### config.mk
export PLATFORM = sky130hd
export DESIGN_NAME = capdly_search
export DESIGN_NICKNAME = d
export VERILOG_FILES = /design/src/rtl/capdly_search.sv
export SDC_FILE = /design/constraint.sdc
export NUM_CORES = 1
export LEC_CHECK = 0
export BUFFER_PORTS_ARGS = -buffer_cell sky130_fd_sc_hd__buf_2
export CORE_MARGIN = 4
export CORE_UTILIZATION = 35
export DETAILED_ROUTE_END_ITERATION = 10
export PLACE_DENSITY_LB_ADDON = 0.08
export SYNTH_ARGS = -nofsm -noshare
export SYNTH_HDL_FRONTEND = slang
export SYNTH_SLANG_ARGS = --single-unit
### constraint.sdc
create_clock -name clk -period 3.2 [get_ports clk]
set_clock_uncertainty 0.05 [all_clocks]
set_input_delay 0.64 -clock clk [delete_from_list [all_inputs] [get_ports clk]]
set_output_delay 0.64 -clock clk [all_outputs]
set_load 0.05 [all_outputs]
### src/rtl/capdly_search.sv
module capdly_search #(
  parameter int DW      = 5,
  parameter int WW      = 4,
  parameter int SETTLE  = 25000,
  parameter int MARGIN  = 1,
  parameter int NCH     = 4,
  parameter int CH_BASE = 4,
  parameter int CW      = 3
) (
  input  logic          clk,
  input  logic          rst_n,
  input  logic          start,
  input  logic [DW-1:0] seed,
  input  logic [CW-1:0] chan,
  output logic          wr_req,
  output logic          wr_clear,
  output logic [DW-1:0] wr_delay,
  output logic [WW-1:0] wr_window,
  input  logic          wr_ack,
  output logic          rd_req,
  input  logic [NCH-1:0] rd_err,
  input  logic          rd_valid,
  output logic          busy,
  output logic          done,
  output logic          fail,
  output logic [DW-1:0] result_delay,
  output logic [WW-1:0] result_window
);
  localparam int DMAX = (1 << DW) - 1;
  localparam int WMAX = (1 << WW) - 1;
  localparam int CNTW = $clog2(SETTLE + 1);

  typedef enum logic [3:0] {
    S_IDLE, S_CAND, S_SET, S_CLR, S_WAIT, S_READ, S_FSET, S_FCLR, S_FWAIT
  } st_t;

  st_t           st;
  logic [DW-1:0] seed_r, cand_r;
  logic [WW-1:0] win;
  logic [DW:0]   idx;
  logic [CNTW-1:0] cnt;

  logic [DW:0]   limit;
  logic [DW-1:0] off;
  logic [DW+1:0] sum;
  logic          in_range;
  logic [WW-1:0] back;
  logic          err;

  assign limit    = (DW+1)'(DMAX) - (DW+1)'(32'(win) << 1);
  assign off      = idx[DW:1];
  assign sum      = {2'b00, seed_r} + (idx[0] ? -{2'b00, off} : {2'b00, off});
  assign in_range = (sum[DW+1:DW] == 2'b00);
  assign back     = (win > WW'(MARGIN)) ? win - WW'(MARGIN + 1) : '0;

  always_comb begin
    err = 1'b0;
    for (int k = 0; k < NCH; k++)
      if (chan == CW'(CH_BASE + k)) err = rd_err[k];
  end

  assign wr_req    = (st == S_SET) || (st == S_CLR) || (st == S_FSET) || (st == S_FCLR);
  assign wr_clear  = (st == S_CLR) || (st == S_FCLR);
  assign wr_delay  = cand_r;
  assign wr_window = win;
  assign rd_req    = (st == S_READ);
  assign busy      = (st != S_IDLE);

  always_ff @(posedge clk) begin
    if (!rst_n) begin
      st            <= S_IDLE;
      seed_r        <= '0;
      cand_r        <= '0;
      win           <= '0;
      idx           <= '0;
      cnt           <= '0;
      done          <= 1'b0;
      fail          <= 1'b0;
      result_delay  <= '0;
      result_window <= '0;
    end else begin
      done <= 1'b0;
      unique case (st)
        S_IDLE: if (start) begin
          seed_r <= seed;
          win    <= '0;
          idx    <= '0;
          st     <= S_CAND;
        end
        S_CAND: begin
          if (idx >= limit) begin
            if (win == '0) begin
              done <= 1'b1;
              fail <= 1'b1;
              st   <= S_IDLE;
            end else begin
              win    <= back;
              cand_r <= seed_r;
              st     <= S_FSET;
            end
          end else if (!in_range) begin
            idx <= idx + 1'b1;
          end else begin
            cand_r <= sum[DW-1:0];
            st     <= S_SET;
          end
        end
        S_SET: if (wr_ack) st <= S_CLR;
        S_CLR: if (wr_ack) begin
          cnt <= '0;
          st  <= S_WAIT;
        end
        S_WAIT: begin
          if (cnt == CNTW'(SETTLE - 1)) st <= S_READ;
          else cnt <= cnt + 1'b1;
        end
        S_READ: if (rd_valid) begin
          if (!err) begin
            seed_r <= cand_r;
            idx    <= '0;
            if (win == WW'(WMAX)) begin
              win <= back;
              st  <= S_FSET;
            end else begin
              win <= win + 1'b1;
              st  <= S_CAND;
            end
          end else begin
            idx <= idx + 1'b1;
            st  <= S_CAND;
          end
        end
        S_FSET: if (wr_ack) st <= S_FCLR;
        S_FCLR: if (wr_ack) begin
          cnt <= '0;
          st  <= S_FWAIT;
        end
        S_FWAIT: begin
          if (cnt == CNTW'(SETTLE - 1)) begin
            done          <= 1'b1;
            fail          <= 1'b0;
            result_delay  <= cand_r;
            result_window <= win;
            st            <= S_IDLE;
          end else cnt <= cnt + 1'b1;
        end
        default: st <= S_IDLE;
      endcase
    end
  end

  a_r6_no_overlap: assert property (@(posedge clk) disable iff (!rst_n)
    !(wr_req && rd_req));

  a_r6_wr_hold: assert property (@(posedge clk) disable iff (!rst_n)
    wr_req && !wr_ack |=> wr_req && $stable(wr_delay) && $stable(wr_window) && $stable(wr_clear));

  a_r6_rd_hold: assert property (@(posedge clk) disable iff (!rst_n)
    rd_req && !rd_valid |=> rd_req);

  a_r11_done_pulse: assert property (@(posedge clk) disable iff (!rst_n)
    done |=> !done);

  a_r11_idle_after_done: assert property (@(posedge clk) disable iff (!rst_n)
    done |-> !busy);

  a_r8_margin: assert property (@(posedge clk) disable iff (!rst_n)
    done && !fail |-> result_window <= WW'(WMAX - 1 - MARGIN));

  a_r2_start: assert property (@(posedge clk) disable iff (!rst_n)
    start && !busy |=> busy);
endmodule

## Yosys cells after proc, flatten, opt, wreduce, memory -nomap -nowiden

Index checks and enable logic that the tools add are counted.

| storage, ports and cells | value |
|---|---|
| register bits after elaboration | 50 |
| bits in latches | 0 |
| memory bits (writable) | 0 |
| ROM bits | 0 |
| word-level logic and storage cells | 125 |
| memories kept | 0 |

| cells by class | value |
|---|---|
| add/subtract/negate cells | 7 |
| multiply operators | 0 |
| div/mod/pow operators | 0 |
| $lt $le $gt $ge | 2 |
| equality and inequality tests | 32 |
| shift-type cells | 0 |
| multiplexer cells | 51 |
| bitwise gates (word level) | 0 |
| reduce and logical (&&, ||, !) cells | 23 |

Operators with widths:

| operator | count |
|---|---|
| two-way mux 4 bit | 18 |
| case mux 4 bit (9 select lines) | 1 |
| two-way mux 15 bit | 2 |
| two-way mux 5 bit | 6 |
| two-way mux 6 bit | 5 |
| inequality test 2 bit (second input constant) | 15 |
| case mux 15 bit (2 select lines) | 1 |
| case mux 6 bit (3 select lines) | 1 |
| == test 4 x 3 -> 1 bit (second input constant) | 4 |
| adder 15 x 1 -> 15 bit (second input constant) | 1 |
| == test 15 bit (second input constant) | 1 |
| == test 3 bit (second input constant) | 4 |
| case mux 4 bit (3 select lines) | 1 |
| two-way mux 1 bit | 10 |
| case mux 5 bit (2 select lines) | 1 |
| AND reduction 9 bit | 1 |
| == test 4 x 2 -> 1 bit (second input constant) | 2 |
| == test 4 bit (second input constant) | 2 |
| zero test 4 bit | 2 |
| AND reduction 4 bit | 2 |
| nonzero test 2 bit | 4 |
| adder 5 x 7 -> 7 bit | 1 |
| two-way mux 7 bit | 1 |
| negator 5 -> 7 bit | 1 |
| other kinds (20) | 28 |

## Logic depth before layout (Yosys ltp)

| logic depth | value |
|---|---|
| depth after elaboration | 8 |
| depth in mapped cells | 12 |
| depth with buffers taken out | 12 |

## Least setup slack after synthesis

No wires, ideal clock.

| timing | value |
|---|---|
| path kind | reg-to-reg |
| from | reg idx[1] |
| to | reg idx[0] |
| setup time | 0.072 ns |
| arrival time | 2.679 ns |
| data required time | 3.078 ns |
| path slack | 0.399 ns |
| cell stages (with the launch flop) | 13 |
| path buffers | 0 |
| period minus slack after synthesis | 2.801 ns |
| cell sequence | dfxtp_1 -> inv_1 -> ha_1 -> nand2_1 -> o21ai_0 -> inv_1 -> fa_1 -> nor2b_1 -> o31a_1 -> mux2i_1 -> o211ai_1 -> a21oi_1 -> mux2i_1 |

| on the way | value |
|---|---|
| word-level cells in the longest chain between the ends | 6 |
| elaborated cells on any way between the ends | 8 |
| those cells by class | 2 x add/sub; 1 x order compare; 2 x eq/ne; 1 x mux; 2 x reduce/logical |

RTL lines:

| what | RTL line | text |
|---|---|---|
| start, declared | 40 | `logic [DW:0] idx;` |
| start signal, assigned | 102 | `idx <= idx + 1'b1;` |
| start signal, assigned | 129 | `idx <= idx + 1'b1;` |
| negator 5 -> 7 bit | 52 | `assign sum = {2'b00, seed_r} + (idx[0] ? -{2'b00, off} : {2'b00, off});` |
| two-way mux 7 bit | 52 |  |
| adder 5 x 7 -> 7 bit | 52 |  |
| zero test 2 bit | 53 | `assign in_range = (sum[DW+1:DW] == 2'b00);` |
| inequality test 2 bit (no source line) | -- |  |
| AND reduction 5 bit (no source line) * | -- |  |

Every way passes the cells marked *; elsewhere a longest branch is shown, timed or not.
A chain may end at the register's enable or synchronous reset.

## Worst setup path in the final report

| timing | value |
|---|---|
| from | reg idx[1] |
| to | reg idx[1] |

| on the way | value |
|---|---|
| word-level cells in the longest chain between the ends | 6 |
| elaborated cells on any way between the ends | 14 |
| those cells by class | 3 x add/sub; 1 x order compare; 2 x eq/ne; 6 x mux; 2 x reduce/logical |

RTL lines:

| what | RTL line |
|---|---|
| negator 5 -> 7 bit | 52 |
| two-way mux 7 bit | 52 |
| adder 5 x 7 -> 7 bit | 52 |
| zero test 2 bit | 53 |
| inequality test 2 bit (no source line) | -- |
| AND reduction 5 bit (no source line) | -- |

Several ways; a longest one is shown, not always the timed one. The select of a mux whose other input is x is not followed.

==> run summary <==
core area -> 0.00872 mm²
synthesized area -> 0.00313 mm²
GRT Total Usage -> 0.164
Antenna Violating Nets Remaining -> 0
asr flop ratio synth -> 0
endpoints failing hold -> 0
DR vias -> 2883
Non-Filler Instances -> 537
I/O pin count -> 41
Most used DFF post-synth -> dfxtp_1
htree depth -> 2
min Tclk post-route -> 2.97 ns
Worst EP arrival -> 3.16 ns
layout cell share with drive strength beyond 1 -> 0.172
Critical Path RT -> 3.39 ns
die width -> 103 µm
Starting Density -> 0.359
routability cong. -> 0.932
detailed-route wire length -> 8.41 mm
IO buf count -> 40
nets@finish -> 464
Crit Path Category -> reg -> reg
register bit total from synthesis -> 50
Max Cap Violations -> 0
Area Growth Syn to Fin -> 15.4%
Fin Setup TNS -> 0 ns
total power -> 2200 µW
RSZ-0062 raised after global routing -> false
Cells after DPL -> 528
Worst setup SP type -> flop
final HPWL from detailed placement -> 6.42 mm
worst slew pin tran -> 0.720 ns
DP Area -> 0.00346 mm²
DRT iter0 DRCs -> 136
standard-cell row count -> 34
final core occ -> 0.414
number of flops mapped to enable cells by yosys -> 0
syn avg cell area -> 8.11 µm²
initial antenna violation count -> 0
wire per inst -> 15.7 µm
Residual DRC -> 0
Worst slew margin -> 0.516
first-pass iteration count of the detailed router -> 7
Skew-Pair Late Insertion Delay -> 0.31 ns
Final setup viols -> 0
Num CTS Buffers -> 5
P per Cell Area -> 609 mW/mm²
clock transition at the registers of the reported paths -> 0.10 ns
first-pass GRT wire length -> 13.4 mm
period utilisation layout -> 0.929
YS warnings -> 0
Antenna Cells -> 0
peak supply drop -> 0.246 mV
largest net degree at the start of global routing -> 29
Pleak -> 0.00148 µW
Cells after Synth -> 386
Final Cell Area -> 0.00361 mm²
Max Clk Rate -> 337 MHz
Max clock buf depth -> 2
critical path fanouts, max -> 4
max-slew violations -> 0
Vias/cell -> 5.37
Setup crit end kind -> flop
die area -> 0.0105 mm²
number of global-route vias before repair -> 2658
CTS tree -> done
Hold WC Path Type -> reg -> reg
status -> finished clean
Die H -> 103 µm
Clock Tree Root -> clkbuf_8
Sink Count -> 50
Mapped Nets -> 422
register area share after synthesis -> 0.320
Congestion Overflow GR -> 0
post-synth cell types -> 61
## layout make-up
cell class,instances,area (µm²)
Fill cell,891,5110
Multi-Input combinational cell,302,1980
Sequential cell,50,1000
Timing Repair Buffer,53,298
Tap cell,108,135
Clock buffer,6,82.6
Clock inverter,2,60.1
Inverter,16,60.1
## sequential cells by signal, summed over array words and instances (netlist names), 4 cells and up
| register | cells |
|---|---|
| result_window | 4 |
| wr_delay | 5 |
| cnt | 15 |
| st | 4 |
| idx | 6 |
| seed_r | 5 |
| wr_window | 4 |
| result_delay | 5 |
## layer usage
layer | part of all wire | track usage | vias up | wire length, µm
met1 | 0.46 | 0.219 | 1354 | 3860
li1 | - | - | 1468 | -
met4 | 0.018 | 0.0424 | 0 | 149
met5 | 0 | 0 | - | 0
met2 | 0.48 | 0.276 | 52 | 4070
met3 | 0.039 | 0.0244 | 9 | 325
## stage by stage
step                      hold slack [ns]  setup slack (ns)
after global placement              0.422             0.272
final                               0.446             0.229
after floorplan                     0.433             0.399
after CTS                           0.451             0.149
after global routing                0.464            0.0280
after detailed placement            0.427             0.178
## repair_timing
item                                    CTS  global route
resized for setup                         0             2
buffers inserted                          0             1
hold endpoints to repair                  0             0
endpoints found under the setup margin    0             9
hold buffers                              0             0
## path summary, 6_finish.rpt
check                 startpoint                   to  slack [ns]  cells past startpoint
min reg2reg    fail$_SDFFE_PN0P_    fail$_SDFFE_PN0P_        0.45                      2
min            fail$_SDFFE_PN0P_    fail$_SDFFE_PN0P_        0.45                      2
max          idx[1]$_SDFFE_PN0P_  idx[1]$_SDFFE_PN0P_        0.23                     12
max reg2reg  idx[1]$_SDFFE_PN0P_  idx[1]$_SDFFE_PN0P_        0.23                     12
## critical path: stages, from the launching register on
cell      delay, ns
dfxtp_1        0.41
inv_1          0.06
ha_1           0.27
nand2_1        0.04
o21ai_0        0.11
inv_1          0.10
fa_1           0.40
nor2b_1        0.20
o31a_1         0.18
mux2i_1        0.28
o211ai_1       0.22
a21oi_1        0.36
mux2i_1        0.22
## cells by family after synthesis
logic type | share of synthesized area
simple gates | 0.262
flops | 0.320
fa+ha+maj | 0.0783
mux | 0.0583
buf+inv | 0.0511
compound gates | 0.185
xor+xnor | 0.0447
## power by group
part | internal, µW | switching (µW) | total, µW
sequential | 684 | 124 | 808
clock | 334 | 223 | 556
combinational | 291 | 544 | 836
total | 1310 | 891 | 2200
## cell usage in the layout, fill, tap and decap left out, types with 13 or more instances in the layout
| cell | Yosys | final |
|---|---|---|
| a21oi_1 | 16 | 16 |
| buf_2 | 8 | 40 |
| buf_4 | 0 | 13 |
| dfxtp_1 | 50 | 49 |
| ha_1 | 18 | 18 |
| inv_1 | 15 | 15 |
| mux2i_1 | 16 | 16 |
| nand2_1 | 44 | 44 |
| nand3_1 | 15 | 15 |
| nor2_1 | 46 | 46 |
| o21ai_0 | 22 | 22 |
| xnor2_1 | 15 | 15 |
## cell usage after synthesis, drive strengths merged, types with 5 or more instances
master	count	share of area
nor4	5	0.012
buf	11	0.024
or3	5	0.010
nor2b	10	0.020
o21ai	24	0.038
inv	15	0.018
nand3	15	0.024
a311oi	5	0.014
clkbuf	7	0.0084
dfxtp	50	0.32
xnor2	15	0.042
ha	18	0.072
nor2	46	0.055
nor3	11	0.018
a21oi	17	0.028
a211oi	6	0.014
and3	5	0.011
nand2	44	0.053
mux2i	16	0.051
nor3b	5	0.014
Note: power is estimated with default switching activity, not from simulation.
